File: config.mk
export PLATFORM = sky130hd
export DESIGN_NAME = mcu8_core
export DESIGN_NICKNAME = d
export VERILOG_FILES = /design/src/rtl/mcu8_pkg.sv /design/src/rtl/mcu8_regfile.sv /design/src/rtl/mcu8_alu.sv /design/src/rtl/mcu8_stack.sv /design/src/rtl/mcu8_core.sv
export SDC_FILE = /design/constraint.sdc
export NUM_CORES = 1
export LEC_CHECK = 0
export BUFFER_PORTS_ARGS = -buffer_cell sky130_fd_sc_hd__buf_4
export CAP_MARGIN = 20
export CORE_AREA = 2 2 138 100
export CTS_CLUSTER_SIZE = 16
export DETAILED_ROUTE_END_ITERATION = 12
export DIE_AREA = 0 0 140 102
export PLACE_DENSITY = 0.78
export SLEW_MARGIN = 20
export SYNTH_ARGS = -nofsm -noshare
export SYNTH_HDL_FRONTEND = slang
export SYNTH_SLANG_ARGS = --single-unit
File: constraint.sdc
create_clock -name clk -period 5.4 [get_ports clk]
set_input_delay 0.54 -clock clk [delete_from_list [all_inputs] [get_ports clk]]
set_output_delay 0.54 -clock clk [all_outputs]
set_load 0.03 [all_outputs]
File: src/rtl/mcu8_pkg.sv
package mcu8_pkg;

  localparam int DW = 8;
  localparam int IW = 16;

  localparam logic [4:0] OP_SHIFT  = 5'b10100;
  localparam logic [4:0] OP_FLIP   = 5'b10101;
  localparam logic [4:0] OP_IN_K   = 5'b10000;
  localparam logic [4:0] OP_IN_R   = 5'b11000;
  localparam logic [4:0] OP_OUT_K  = 5'b10001;
  localparam logic [4:0] OP_OUT_R  = 5'b11001;
  localparam logic [4:0] OP_RET    = 5'b10010;
  localparam logic [4:0] OP_RETI   = 5'b10110;
  localparam logic [4:0] OP_JUMP   = 5'b11010;
  localparam logic [4:0] OP_CALL   = 5'b11011;
  localparam logic [4:0] OP_INTCTL = 5'b11110;

  // mirror image of a data byte
  function automatic logic [DW-1:0] bit_reverse(input logic [DW-1:0] v);
    logic [DW-1:0] r;
    for (int i = 0; i < DW; i++) r[i] = v[DW-1-i];
    return r;
  endfunction

  // returns {carry_out, result}
  function automatic logic [DW:0] shift_rot(input logic [DW-1:0] v,
                                            input logic cin,
                                            input logic [3:0] ctl);
    logic fill;
    logic right;
    right = ctl[3];
    case (ctl[2:0])
      3'b110:  fill = 1'b0;
      3'b111:  fill = 1'b1;
      3'b010:  fill = cin;
      3'b000:  fill = right ? v[DW-1] : v[0];
      default: fill = right ? v[0] : v[DW-1];
    endcase
    if (right) return {v[0], fill, v[DW-1:1]};
    else       return {v[DW-1], v[DW-2:0], fill};
  endfunction

  // returns {carry_or_borrow, result}
  function automatic logic [DW:0] add_sub(input logic [DW-1:0] a,
                                          input logic [DW-1:0] b,
                                          input logic cin,
                                          input logic sub,
                                          input logic use_c);
    logic [DW:0] ci;
    ci = {{DW{1'b0}}, use_c & cin};
    if (sub) return {1'b0, a} - {1'b0, b} - ci;
    else     return {1'b0, a} + {1'b0, b} + ci;
  endfunction

endpackage

File: src/rtl/mcu8_regfile.sv
module mcu8_regfile #(
  parameter int NUM_REGS = 8,
  parameter int DW       = 8
) (
  input  logic                        clk,
  input  logic                        we,
  input  logic [$clog2(NUM_REGS)-1:0] waddr,
  input  logic [DW-1:0]               wdata,
  input  logic [$clog2(NUM_REGS)-1:0] raddr_a,
  output logic [DW-1:0]               rdata_a,
  input  logic [$clog2(NUM_REGS)-1:0] raddr_b,
  output logic [DW-1:0]               rdata_b
);

  logic [DW-1:0] regs [NUM_REGS];

  always_ff @(posedge clk) begin
    if (we) regs[waddr] <= wdata;
  end

  assign rdata_a = regs[raddr_a];
  assign rdata_b = regs[raddr_b];

endmodule

File: src/rtl/mcu8_alu.sv
module mcu8_alu
  import mcu8_pkg::*;
(
  input  logic [4:0]    op,
  input  logic [3:0]    ctl,
  input  logic [DW-1:0] a,
  input  logic [DW-1:0] b,
  input  logic          cin,
  output logic [DW-1:0] res,
  output logic          cout,
  output logic          zout,
  output logic          flag_we,
  output logic          reg_we
);

  logic [DW:0] sum_w;
  logic [DW:0] shf_w;

  assign sum_w = add_sub(a, b, cin, op[2], op[1]);
  assign shf_w = shift_rot(a, cin, ctl);

  always_comb begin
    res     = b;
    cout    = cin;
    flag_we = 1'b0;
    reg_we  = 1'b0;
    if (!op[4]) begin
      reg_we = 1'b1;
      case (op[3:1])
        3'd0: res = b;
        3'd1: begin res = a & b; cout = 1'b0; flag_we = 1'b1; end
        3'd2: begin res = a | b; cout = 1'b0; flag_we = 1'b1; end
        3'd3: begin res = a ^ b; cout = 1'b0; flag_we = 1'b1; end
        default: begin
          res     = sum_w[DW-1:0];
          cout    = sum_w[DW];
          flag_we = 1'b1;
        end
      endcase
    end else if (op == OP_SHIFT) begin
      res     = shf_w[DW-1:0];
      cout    = shf_w[DW];
      flag_we = 1'b1;
      reg_we  = 1'b1;
    end else if (op == OP_FLIP) begin
      res    = bit_reverse(a);
      reg_we = 1'b1;
    end
  end

  assign zout = (res == '0);

endmodule

File: src/rtl/mcu8_stack.sv
module mcu8_stack #(
  parameter int DEPTH = 4,
  parameter int AW    = 8
) (
  input  logic          clk,
  input  logic          rst,
  input  logic          push,
  input  logic          pop,
  input  logic [AW-1:0] din,
  output logic [AW-1:0] dout
);

  localparam int PW = $clog2(DEPTH);

  logic [AW-1:0] mem [DEPTH];
  logic [PW-1:0] ptr_q;
  logic [PW-1:0] top_w;

  assign top_w = ptr_q - 1'b1;
  assign dout  = mem[top_w];

  always_ff @(posedge clk) begin
    if (rst) begin
      ptr_q <= '0;
    end else begin
      case ({push, pop})
        2'b10: begin mem[ptr_q] <= din; ptr_q <= ptr_q + 1'b1; end
        2'b01: ptr_q <= top_w;
        2'b11: mem[top_w] <= din;
        default: ;
      endcase
    end
  end

endmodule

File: src/rtl/mcu8_core.sv
module mcu8_core
  import mcu8_pkg::*;
#(
  parameter int             STACK_DEPTH = 4,
  parameter int             NUM_REGS    = 8,
  parameter logic [DW-1:0]  INT_VECTOR  = 8'hFF
) (
  input  logic          clk,
  input  logic          rst,
  output logic [DW-1:0] address,
  input  logic [IW-1:0] instruction,
  output logic [DW-1:0] port_id,
  output logic [DW-1:0] out_port,
  output logic          write_strobe,
  input  logic [DW-1:0] in_port,
  output logic          read_strobe,
  input  logic          interrupt
);

  localparam int SW = $clog2(NUM_REGS);

  logic          phase_q;
  logic [DW-1:0] pc_q;
  logic          carry_q, zero_q, ie_q, sv_c_q, sv_z_q;

  logic [4:0]    op;
  logic [SW-1:0] sx, sy;
  logic [DW-1:0] kval;
  assign op   = instruction[15:11];
  assign sx   = instruction[8 +: SW];
  assign sy   = instruction[5 +: SW];
  assign kval = instruction[7:0];

  logic [DW-1:0] rx, ry, operand, alu_res, in_or_alu, stk_top;
  logic          alu_c, alu_z, alu_fwe, alu_rwe;

  // named events used by the assertions
  logic is_in, is_out, is_jump, is_call, is_ret, is_reti, is_intctl;
  logic cond_ok, branch_go, ret_go, take_irq, rf_we;
  logic push_w, pop_w;
  logic [DW-1:0] pc_seq, pc_after, push_data;
  logic c_nx, z_nx;

  assign is_in     = (op == OP_IN_K)  || (op == OP_IN_R);
  assign is_out    = (op == OP_OUT_K) || (op == OP_OUT_R);
  assign is_jump   = (op == OP_JUMP);
  assign is_call   = (op == OP_CALL);
  assign is_ret    = (op == OP_RET);
  assign is_reti   = (op == OP_RETI);
  assign is_intctl = (op == OP_INTCTL);

  assign operand = instruction[11] ? ry : kval;

  mcu8_regfile #(.NUM_REGS(NUM_REGS), .DW(DW)) u_rf (
    .clk    (clk),
    .we     (rf_we),
    .waddr  (sx),
    .wdata  (in_or_alu),
    .raddr_a(sx),
    .rdata_a(rx),
    .raddr_b(sy),
    .rdata_b(ry)
  );

  mcu8_alu u_alu (
    .op     (op),
    .ctl    (instruction[3:0]),
    .a      (rx),
    .b      (operand),
    .cin    (carry_q),
    .res    (alu_res),
    .cout   (alu_c),
    .zout   (alu_z),
    .flag_we(alu_fwe),
    .reg_we (alu_rwe)
  );

  mcu8_stack #(.DEPTH(STACK_DEPTH), .AW(DW)) u_stack (
    .clk (clk),
    .rst (rst),
    .push(push_w),
    .pop (pop_w),
    .din (push_data),
    .dout(stk_top)
  );

  always_comb begin
    if (!instruction[10]) cond_ok = 1'b1;
    else begin
      case (instruction[9:8])
        2'b00:   cond_ok = zero_q;
        2'b01:   cond_ok = !zero_q;
        2'b10:   cond_ok = carry_q;
        default: cond_ok = !carry_q;
      endcase
    end
  end

  assign branch_go = (is_jump || is_call) && cond_ok;
  assign ret_go    = (is_ret && cond_ok) || is_reti;
  assign pc_seq    = pc_q + 1'b1;
  assign pc_after  = branch_go ? kval : (ret_go ? stk_top : pc_seq);

  // an interrupt is not taken on a CALL, so at most one push per instruction
  assign take_irq  = phase_q && ie_q && interrupt && !is_call;
  assign push_w    = phase_q && ((is_call && cond_ok) || take_irq);
  assign pop_w     = phase_q && ret_go;
  assign push_data = take_irq ? pc_after : pc_seq;

  always_comb begin
    c_nx = carry_q;
    z_nx = zero_q;
    if (is_reti) begin
      c_nx = sv_c_q;
      z_nx = sv_z_q;
    end else if (alu_fwe) begin
      c_nx = alu_c;
      z_nx = alu_z;
    end
  end

  assign rf_we     = phase_q && (alu_rwe || is_in);
  assign in_or_alu = is_in ? in_port : alu_res;

  always_ff @(posedge clk) begin
    if (rst) begin
      phase_q <= 1'b0;
      pc_q    <= '0;
      carry_q <= 1'b0;
      zero_q  <= 1'b0;
      ie_q    <= 1'b0;
      sv_c_q  <= 1'b0;
      sv_z_q  <= 1'b0;
    end else begin
      phase_q <= !phase_q;
      if (phase_q) begin
        pc_q    <= take_irq ? INT_VECTOR : pc_after;
        carry_q <= c_nx;
        zero_q  <= z_nx;
        if (take_irq) begin
          ie_q   <= 1'b0;
          sv_c_q <= c_nx;
          sv_z_q <= z_nx;
        end else if (is_intctl || is_reti) begin
          ie_q <= instruction[0];
        end
      end
    end
  end

  assign address      = pc_q;
  assign port_id      = instruction[14] ? ry : kval;
  assign out_port     = rx;
  assign write_strobe = phase_q && is_out;
  assign read_strobe  = phase_q && is_in;

  AST_ADDR_HOLD: assert property (@(posedge clk) disable iff (rst)
    phase_q |-> $stable(address));

  AST_WSTROBE_PULSE: assert property (@(posedge clk) disable iff (rst)
    write_strobe |=> !write_strobe);

  AST_RSTROBE_PULSE: assert property (@(posedge clk) disable iff (rst)
    read_strobe |=> !read_strobe);

  AST_LOAD_KEEPS_FLAGS: assert property (@(posedge clk) disable iff (rst)
    (phase_q && op[4:1] == 4'b0000) |=> ($stable(carry_q) && $stable(zero_q)));

  AST_FLIP_KEEPS_FLAGS: assert property (@(posedge clk) disable iff (rst)
    (phase_q && op == OP_FLIP) |=> ($stable(carry_q) && $stable(zero_q)));

  AST_LOGIC_CLEARS_CARRY: assert property (@(posedge clk) disable iff (rst)
    (phase_q && op[4:3] == 2'b00 && op[2:1] != 2'b00) |=> !carry_q);

  AST_IRQ_ENTRY: assert property (@(posedge clk) disable iff (rst)
    take_irq |=> (address == INT_VECTOR && !ie_q));

  AST_IRQ_MASKED: assert property (@(posedge clk) disable iff (rst)
    (phase_q && !ie_q && !is_intctl && !is_reti) |=> !ie_q);

endmodule

After elaboration in Yosys (flattened, before gate mapping)
Memory sizes are Yosys's and may differ from the RTL's.
Cells that the tools add are included.
{"block": "word_totals", "ff_bits": 16, "ramBits": 96, "in_bits": 27, "out_inout_bits": 26, "word_cells": 120, "n_memories": 2}
{"name": "u_rf.regs", "words": 8, "word_bits": 8, "read_ports": 2, "rd_ports_with_merged_regs": 0, "wr": 1, "line": "mcu8_regfile.sv:15", "text": "logic [DW-1:0] regs [NUM_REGS];"}
{"name": "u_stack.mem", "words": 4, "word_bits": 8, "read_ports": 1, "rd_ports_with_merged_regs": 0, "wr": 1, "line": "mcu8_stack.sv:15", "text": "logic [AW-1:0] mem [DEPTH];"}
{"block": "op_classes", "n_addsub": 7, "eq_ne": 22, "n_mux": 45, "bitwise_logic": 4, "reduce_logical": 32}
{"cell": "$mux 8", "count": 11}
{"cell": "$eq 5x5->1 const B", "count": 11}
{"cell": "$pmux 8 s4", "count": 1}
{"cell": "$mux 1", "count": 26}
{"cell": "$mux 9", "count": 2}
{"cell": "$logic_and 1x1->1", "count": 11}
{"cell": "$add 8x8->9", "count": 1}
{"cell": "$add 9x1->9", "count": 1}
{"cell": "$eq 3x2->1 const B", "count": 3}
{"cell": "$sub 8x8->9", "count": 1}
{"cell": "$sub 9x1->9", "count": 1}
{"cell": "$add 8x1->8 const B", "count": 1}
{"cell": "$and 8x8->8", "count": 1}
{"cell": "$logic_not 8->1", "count": 1}
{"cell": "$or 8x8->8", "count": 1}
{"cell": "$reduce_or 8->1", "count": 1}
{"cell": "$xor 8x8->8", "count": 1}
{"cell": "$logic_or 1x1->1", "count": 7}
{"cell": "$eq 2x2->1 const B", "count": 3}
{"cell": "$eq 3x3->1 const B", "count": 2}
{"cell": "$logic_not 3->1", "count": 2}
{"cell": "$eq 2x1->1 const B", "count": 2}
{"cell": "$logic_not 1->1", "count": 4}
{"cell": "$pmux 1 s4", "count": 1}
{"cell": "12 further kinds", "count": 14}

Logic depth before layout (Yosys ltp)
Gate-level depths: netlist of run 1.
{"block": "depth", "depth_word": 12, "ltp_mapped": 19, "depth_no_buf": 17}

Cells and area by module
Synthesis of run 1 repeated with hierarchy kept, for this count alone.
{"block": "hier_totals", "hier_cells": 629, "hier_area_um2": 7830.0}
{"module": "mcu8_regfile", "instances": 1, "cells_each": 135, "area_per_inst_um2": 3078.0, "seq_area_each_um2": 1921.8}
{"module": "mcu8_alu", "instances": 1, "cells_each": 240, "area_per_inst_um2": 1836.8, "seq_area_each_um2": 0.0}
{"module": "mcu8_core", "instances": 1, "cells_each": 187, "area_per_inst_um2": 1525.2, "seq_area_each_um2": 280.3}
{"module": "mcu8_stack", "instances": 1, "cells_each": 67, "area_per_inst_um2": 1390.1, "seq_area_each_um2": 1001.0}

Worst setup path after synthesis of run 1
OpenSTA, ideal clock, no wires.
{"block": "synth_timing", "path_kind": "input to register", "startpoint": "in instruction[9]", "endpoint": "reg sv_z_q", "setup_time_ns": 0.079, "arrival_ns": 4.980, "required_time_ns": 5.321, "slack_ns": 0.341, "path_stages": 17, "n_path_buf": 3, "path_cell_list": "buf_6 -> buf_4 -> buf_4 -> mux2i_1 -> a211oi_1 -> inv_1 -> fa_1 -> fa_1 -> nand2b_1 -> a21oi_1 -> o31a_1 -> and3_1 -> a211oi_1 -> a32o_1 -> nor4_2 -> a21oi_1 -> a211oi_2"}
{"block": "synth_via", "elab_chain_cells": 9, "elab_cells_between_ends": 20, "cone_classes": "add/sub: 4; mux: 11; bitwise: 3; reduce/logical: 1; memory: 1"}
{"element": "start: declaration", "line": "mcu8_core.sv:11", "text": "input logic [IW-1:0] instruction,"}
{"element": "$mem_v2 8x8 (*)"}
{"element": "via out_port[0]", "line": "mcu8_core.sv:13", "text": "output logic [DW-1:0] out_port,"}
{"element": "$add 8x8->9, or another cell as far along", "line": "mcu8_pkg.sv:52", "text": "else return {1'b0, a} + {1'b0, b} + ci;"}
{"element": "$add 9x1->9, or another cell as far along", "line": "mcu8_pkg.sv:52"}
{"element": "$mux 9 (on tied branches)", "line": "mcu8_pkg.sv:51, mcu8_pkg.sv:39"}
{"element": "$pmux 8 s4 / $mux 8 (equally long branches)", "line": "mcu8_alu.sv:29, mcu8_alu.sv:40"}
{"element": "$mux 8 (*)", "line": "mcu8_alu.sv:27", "text": "if (!op[4]) begin"}
{"element": "$logic_not 8->1 (*)", "line": "mcu8_alu.sv:51", "text": "assign zout = (res == '0);"}
{"element": "$mux 1 (*)", "line": "mcu8_core.sv:116", "text": "end else if (alu_fwe) begin"}
{"element": "$mux 1 (*)", "line": "mcu8_core.sv:113", "text": "if (is_reti) begin"}
{"element": "end signal: assignment", "line": "mcu8_core.sv:143", "text": "sv_z_q <= z_nx;"}
{"element": "end: declaration", "line": "mcu8_core.sv:24", "text": "logic carry_q, zero_q, ie_q, sv_c_q, sv_z_q;"}
The timed path passes the listed nets; every way through them passes the cells marked *.
A chain may end at the register's enable or synchronous reset.

Worst setup path in the final report of run 1
{"block": "layout_timing", "startpoint": "in instruction[9]", "endpoint": "reg zero_q"}
{"block": "layout_via", "elab_chain_cells": 9, "elab_cells_between_ends": 20, "cone_classes": "add/sub: 4; mux: 11; bitwise: 3; reduce/logical: 1; memory: 1"}
{"element": "$mem_v2 8x8 (*)"}
{"element": "$add 8x8->9, or another cell as far along", "line": "mcu8_pkg.sv:52"}
{"element": "$add 9x1->9, or another cell as far along", "line": "mcu8_pkg.sv:52"}
{"element": "$mux 9 (on tied branches)", "line": "mcu8_pkg.sv:51, mcu8_pkg.sv:39"}
{"element": "$pmux 8 s4 / $mux 8 (equally long branches)", "line": "mcu8_alu.sv:29, mcu8_alu.sv:40"}
{"element": "$mux 8 (*)", "line": "mcu8_alu.sv:27"}
{"element": "$logic_not 8->1 (*)", "line": "mcu8_alu.sv:51"}
{"element": "$mux 1 (*)", "line": "mcu8_core.sv:116"}
{"element": "$mux 1 (*)", "line": "mcu8_core.sv:113"}
{"element": "end signal: assignment", "line": "mcu8_core.sv:139", "text": "zero_q <= z_nx;"}
{"element": "end: declaration", "line": "mcu8_core.sv:24"}
Every way passes the cells marked *; elsewhere a longest branch is shown, timed or not.

==> results of run 1 <==
## layout make-up
| type | count | area, sq um | area share [%] |
|---|---|---|---|
| Tap cell | 166 | 208 | 2.47 |
| Multi-Input combinational cell | 520 | 4050 | 48.3 |
| Sequential cell | 112 | 3200 | 38.1 |
| Timing Repair Buffer | 60 | 450 | 5.36 |
| Clock buffer | 9 | 225 | 2.68 |
| Clock inverter | 7 | 108 | 1.28 |
| Inverter | 40 | 150 | 1.79 |
## power by group
part           switching (mW)  internal, mW  total, mW
clock                   0.347         0.380      0.728
sequential             0.0170         0.977      0.994
combinational           0.375         0.223      0.598
## state kept, by name, summed over array words and instances, names as in the netlist, 2 cells and up
register	flops
u_stack.ptr_q	2
u_stack.mem	32
u_rf.regs	64
address	8
## routing by layer
layer	track usage, %	part of all wire, %
met5	0	0
met4	9.17	2.5
met3	6.23	11
met2	47.6	45
met1	43.5	42
## cell families after synthesis
logic type,count (synthesis),synth area share [%]
simple gates,204,13.0
buf+inv,88,4.80
mux,82,16.0
xor+xnor,17,1.96
flops,112,42.1
fa+ha+maj,37,6.58
compound gates,180,15.6
## worst max-delay path: stages
cell and delay [ps]:
buf_4 400, mux2_2 260, o32ai_1 80, a211oi_1 600
inv_1 330, fa_1 520, fa_1 400, nand2b_1 170
a21oi_1 170, o31a_1 170, and3_1 160, a211oi_1 60
a32o_1 300, nor4_2 320, o2111ai_1 170, a21oi_1 180
## cell usage after synthesis (9+ instances only)
cell      instances
a211oi_1          9
a21o_1           10
a21oi_1          63
buf_2            10
clkbuf_1         29
dfxtp_1          16
edfxtp_1         96
ha_1             32
inv_1            34
mux2i_1          40
mux4_2           22
nand2_1          54
nand2b_1         11
nand3_1          11
nor2_1           66
nor2b_1          12
nor3_1           12
o21ai_0          30
xor2_1            9
## worst max-delay path by stage
| stage | startpoint | end | slack, ps | cells after the start |
|---|---|---|---|---|
| floorplan | instruction[9] | sv_z_q | 340 | 17 |
| global placement | instruction[6] | sv_z_q | 620 | 18 |
| detailed placement | instruction[6] | sv_z_q | 590 | 18 |
| CTS | instruction[6] | sv_z_q | 970 | 18 |
| global route | instruction[9] | zero_q | 580 | 16 |
| finish | instruction[9] | zero_q | 830 | 16 |
## through the flow
step / setup WS, ps / cell area, sq um / cells / utilization [%]
2_1_floorplan: 341 / 7610 / 720 / -
3_3_place_gp: 620 / 8060 / 898 / 62.4
3_5_place_dp: 587 / 8060 / 898 / 62.4
4_1_cts: 965 / 8390 / 914 / 65.0
5_1_grt: 579 / 8400 / 914 / 65.0
6_report: 831 / 8400 / 914 / 65.0
==> results.tsv, run 1 <==
stage	metric	value	unit
run_status	status	finished with violations	
run_status	failing checks	DRC	
clock_network	clock root cell	clkbuf_16	
route	final wirelength	21700	um
critical_path	kind of critical path	in2reg	
clock_network	setup bufs post-CTS	0	
timing	final-report setup violation count	0	
flow_run	max-cap viol count	0	
finish	Nets	807	
global_route	first-pass GRT wire length	32700	um
yosys	top post-synthesis cells by area	edfxtp_1, mux4_2, ha_1, mux2i_1, dfxtp_1	
timing	RSZ-0062 raised after global routing	false	
clock_network	Clock Latency Late Sink	360	ps
yosys	YS warnings	0	
critical_path	Critical Path RT	5690	ps
critical_path	Arr. time, crit path	4850	ps
floorplan	# IOs	53	
global_route	initial antenna violation count	0	
timing	clk_skew	10.9	ps
critical_path	crit path capture type	flip-flop	
timing	Max Clk Rate	219	MHz
finish	Filler cells	985	
clock_network	post-CTS sizing	0	
floorplan	Initial Utilization	58.9	%
floorplan	DIE AREA	14300	sq um
route	wire per inst	23.7	um
route	remaining antenna violation count	0	
power_and_ir_drop	total power	2.32	mW
critical_path	Worst Setup Start Kind	primary input	
clock_network	Sink Count	112	
min_path	hold-critical path endpoint	sv_c_q	
finish	share of cells above drive strength 1	16.8	%
min_path	hold path cells	2	
yosys	synthesized area	7610	sq um
min_path	min-delay src	sv_c_q	
yosys	Cells after Synth	720	
clock_network	CTS tree	built	
floorplan	die span in x	140	um
yosys	area leader, netlist	edfxtp_1	
placement	PortBufs	52	
finish	commonest non-fill, non-tap cell in the layout	edfxtp_1	
yosys	fraction of registers with async set or reset after synthesis	0	%
critical_path	CP Max Fanout	36	
timing	fin. max-slew vios	0	
global_route	vias in the first global route	5741	
route	Via density	6.81	
yosys	Netlist cell types	75	
critical_path	r2r setup slk	1020	ps
route	drt drc	1	
timing	Worst Tran Pin Value	992	ps
yosys	post-synth top area share	37.9	%
clock_network	Hold-fix buffers, CTS	0	
yosys	Yosys reg bits	112	
timing	WHS	501	ps
yosys	Post-synth EDFFs	96	
clock_network	H-tree depth	3	
yosys	Post-synth top flop	edfxtp_1	
critical_path	Critical R2R Capture	zero_q	
global_route	Overflow after GRT	0	
global_route	pin count of the biggest net entering global routing	37	
route	vias	6227	
yosys	Avg Cell Area, Syn	10.6	sq um
floorplan	core area	12900	sq um
placement	DP HPWL	15500	um
global_route	Global Route Usage Sum	30.4	%
clock_network	CTS buffer count	9	
min_path	Hold WC Path Type	reg2reg	
finish	Area Growth Syn to Fin	10.4	%
route	drt pass-1 iters	12	
clock_network	Max clock buf depth	2	
finish	most frequent cells in the layout	edfxtp_1, nor2_1, a21oi_1	
route	DRT iter0 DRCs	1001	
timing	total negative slack	0	ps
floorplan	DIE HEIGHT	102	um
finish	Ant. Diodes	0	
yosys	syn_nets	784	
power_and_ir_drop	PwrDens	276	nW/um^2
timing	Final period util	84.6	%
timing	slew margin rel.	33.6	%
critical_path	Worst R2R Start	u_rf.regs[3][2]	
clock_network	Worst-path clk slew	80	ps
placement	placer congestion estimate	0.981	
floorplan	Rows	35	
timing	minimum clock period	4570	ps
power_and_ir_drop	leak pwr	3.22	nW
yosys	Seq/Total Area, Yosys	42.1	%
timing	Hold Vio Cnt, Final	0	
critical_path	r2r worst-path depth	17	
power_and_ir_drop	Peak supply drop	283	uV
(Power assumes the default switching activity.)
==> run 2: changes to the inputs <==
--- a/config.mk
+++ b/config.mk
@@ -7,11 +7,11 @@
 export LEC_CHECK = 0
 export BUFFER_PORTS_ARGS = -buffer_cell sky130_fd_sc_hd__buf_4
 export CAP_MARGIN = 20
-export CORE_AREA = 2 2 138 100
+export CORE_AREA = 2 2 143 103
 export CTS_CLUSTER_SIZE = 16
 export DETAILED_ROUTE_END_ITERATION = 12
-export DIE_AREA = 0 0 140 102
-export PLACE_DENSITY = 0.78
+export DIE_AREA = 0 0 145 105
+export PLACE_DENSITY = 0.77
 export SLEW_MARGIN = 20
 export SYNTH_ARGS = -nofsm -noshare
 export SYNTH_HDL_FRONTEND = slang
==> constraint.sdc (replaced) <==
create_clock -name clk -period 3.95 [get_ports clk]
set_input_delay 0.395 -clock clk [delete_from_list [all_inputs] [get_ports clk]]
set_output_delay 0.395 -clock clk [all_outputs]
set_load 0.03 [all_outputs]
==> results.tsv, run 2 (same netlist as run 1, synthesis figures left out) <==
stage	metric	value	unit	change
critical_path	r2r setup slk	80	ps	-940 ps
finish	Area Growth Syn to Fin	21.0	%	
run_status	status	complete, no violations		
global_route	vias in the first global route	6265		+9.1%
clock_network	CTS tree	built		
finish	Largest Register	u_rf.regs		
floorplan	die span in x	145	um	+3.6%
route	drt drc	0		-1
route	final wirelength	23000	um	+5.9%
power_and_ir_drop	Peak supply drop	404	uV	+43%
power_and_ir_drop	PwrDens	351	nW/um^2	+27%
placement	placer congestion estimate	1.01		+3.0%
clock_network	Hold-fix buffers, CTS	0		unchanged
timing	clk_skew	8.10	ps	-2.82 ps
critical_path	kind of critical path	in2reg		
power_and_ir_drop	internal power	2.20	mW	+39%
timing	Hold Vio Cnt, Final	0		unchanged
global_route	pin count of the biggest net entering global routing	26		-30%
clock_network	Clock Latency Late Sink	360	ps	about the same
finish	Ant. Diodes	0		unchanged
power_and_ir_drop	Sw Pwr	1.02	mW	+39%
timing	slew margin rel.	33.7	%	+0.078 points
global_route	initial antenna violation count	0		unchanged
route	remaining antenna violation count	0		unchanged
floorplan	# IOs	53		unchanged
route	DRT iter0 DRCs	918		-8.3%
critical_path	Arr. time, crit path	4160	ps	-690 ps
route	vias	6495		+4.3%
clock_network	Sink Count	112		unchanged
min_path	hold path cells	2		unchanged
route	wire per inst	22.3	um	-6.1%
floorplan	Rows	36		+2.9%
floorplan	Initial Utilization	55.4	%	-3.5 points
flow_run	max-cap viol count	0		unchanged
critical_path	Critical Path RT	4230	ps	-1460 ps
min_path	hold-critical path endpoint	u_stack.ptr_q[1]		
global_route	Overflow after GRT	0		unchanged
critical_path	r2r worst-path depth	14		-3
power_and_ir_drop	clock network fraction of total power	27.3	%	-4.1 points
route	Via density	6.31		-7.4%
timing	final-report setup violation count	0		unchanged
placement	Placement Setup Slack	-283	ps	-870 ps
power_and_ir_drop	Net Sw Frac	31.7	%	-0.11 points
timing	Max Clk Rate	258	MHz	
finish	Nets	899		+11%
timing	WHS	373	ps	-128 ps
floorplan	core area	13700	sq um	+6.3%
finish	Largest register FFs	64		unchanged
power_and_ir_drop	combinational power share	30.7	%	+4.9 points
clock_network	H-tree depth	3		unchanged
placement	DP HPWL	17400	um	+12%
global_route	first-pass GRT wire length	35300	um	+8.0%
critical_path	Worst Setup Start Kind	primary input		
critical_path	Worst R2R Start	u_rf.regs[4][0]		
global_route	Global Route Usage Sum	30.3	%	-0.058 points
min_path	Hold WC Path Type	in2reg		
timing	minimum clock period	3880	ps	
finish	multi-input logic area	4190	sq um	+3.3%
floorplan	DIE AREA	15200	sq um	+6.6%
clock_network	Max clock buf depth	2		unchanged
clock_network	Worst-path clk slew	80	ps	about the same
critical_path	crit path capture type	flip-flop		
clock_network	CTS buffer count	9		unchanged
critical_path	Critical R2R Capture	sv_z_q		
critical_path	CP Max Fanout	9		-75%
placement	PortBufs	52		unchanged
finish	most frequent cells in the layout	buf_4, edfxtp_1, nor2_1		
finish	Reg area	3200	sq um	unchanged
timing	Worst Tran Pin Value	991	ps	-1.17 ps
min_path	min-delay src	rst		
route	drt pass-1 iters	5		-7
timing	Final period util	98.1	%	
finish	share of cells above drive strength 1	29.5	%	+13 points
floorplan	DIE HEIGHT	105	um	+2.9%
finish	commonest non-fill, non-tap cell in the layout	buf_4		
timing	fin. max-slew vios	0		unchanged
finish	Filler cells	991		+0.61%
power_and_ir_drop	leak pwr	3.64	nW	+13%
clock_network	clock root cell	clkbuf_16		
power_and_ir_drop	Sequential Power Share	42.0	%	-0.9 points
timing	fin worst setup slack	74.4	ps	-757 ps
[run 2: timing repair]
item / 4_1_cts / 5_1_grt
resized for setup: 6 / 27
endpoints found under the setup margin: 26 / 44
pin swaps: 2 / 9
buffers inserted: 0 / 5
[run 2: area by class of cell]
type                    count  share of cell area [%]
repair buffers            152                    12.4
clock buffers               9                    2.45
multi-input cells         520                    45.5
inverters                  40                    1.63
clock inverters             7                   0.680
flip-flops and latches    112                    34.8
well taps                 190                    2.58
[run 2: worst max-delay path by stage]
stage	from	endpoint	slack (ps)	depth (start not counted)
CTS	u_rf.regs[3][3]	sv_z_q	9	15
global route	u_rf.regs[0][3]	sv_z_q	-80	15
detailed placement	instruction[6]	sv_z_q	-280	15
floorplan	instruction[9]	sv_z_q	7	16
finish	instruction[6]	sv_z_q	70	15
global placement	instruction[6]	sv_z_q	-240	15
[run 2: power groups by stage]
stage / Clock (mW) / Combinational (mW) / Sequential [mW]
2_1_floorplan: 0 / 0.559 / 1.39
3_3_place_gp: 0 / 0.897 / 1.38
3_5_place_dp: 0 / 0.917 / 1.38
4_1_cts: 0.888 / 0.931 / 1.36
5_1_grt: 0.937 / 1.06 / 1.36
6_report: 0.880 / 0.991 / 1.36
[run 2: stage by stage]
stage / utilization (%) / std cells / power, mW / area, sq um / TNS (ps)
after floorplan: - / 720 / 1.94 / 7640 / 0
after global placement: 63.7 / 1009 / 2.28 / 8750 / -4120
after detailed placement: 63.7 / 1009 / 2.30 / 8750 / -7250
after CTS: 65.9 / 1025 / 3.17 / 9060 / 0
after global routing: 67.0 / 1030 / 3.36 / 9210 / -105
final: 67.0 / 1030 / 3.23 / 9210 / 0
[run 2: worst max-delay path, stage by stage]
cell and delay [ps]:
buf_4 180, buf_4 200, mux4_2 500, mux2i_1 360, o21a_1 320, buf_4 170
ha_1 180, o221a_1 200, and4_2 300, mux2_1 340, o211ai_1 170, o311ai_4 200
nor4_4 300, a21oi_1 120, a211oi_2 220
[run 2: layer usage]
layer  vias up  track usage [%]  routed length (um)
met4         0             7.99                 461
li1       2917                -                   -
met2       445             45.7               10200
met5         -                0                   0
met3        44             9.21                2890
met1      3089             42.7                9450
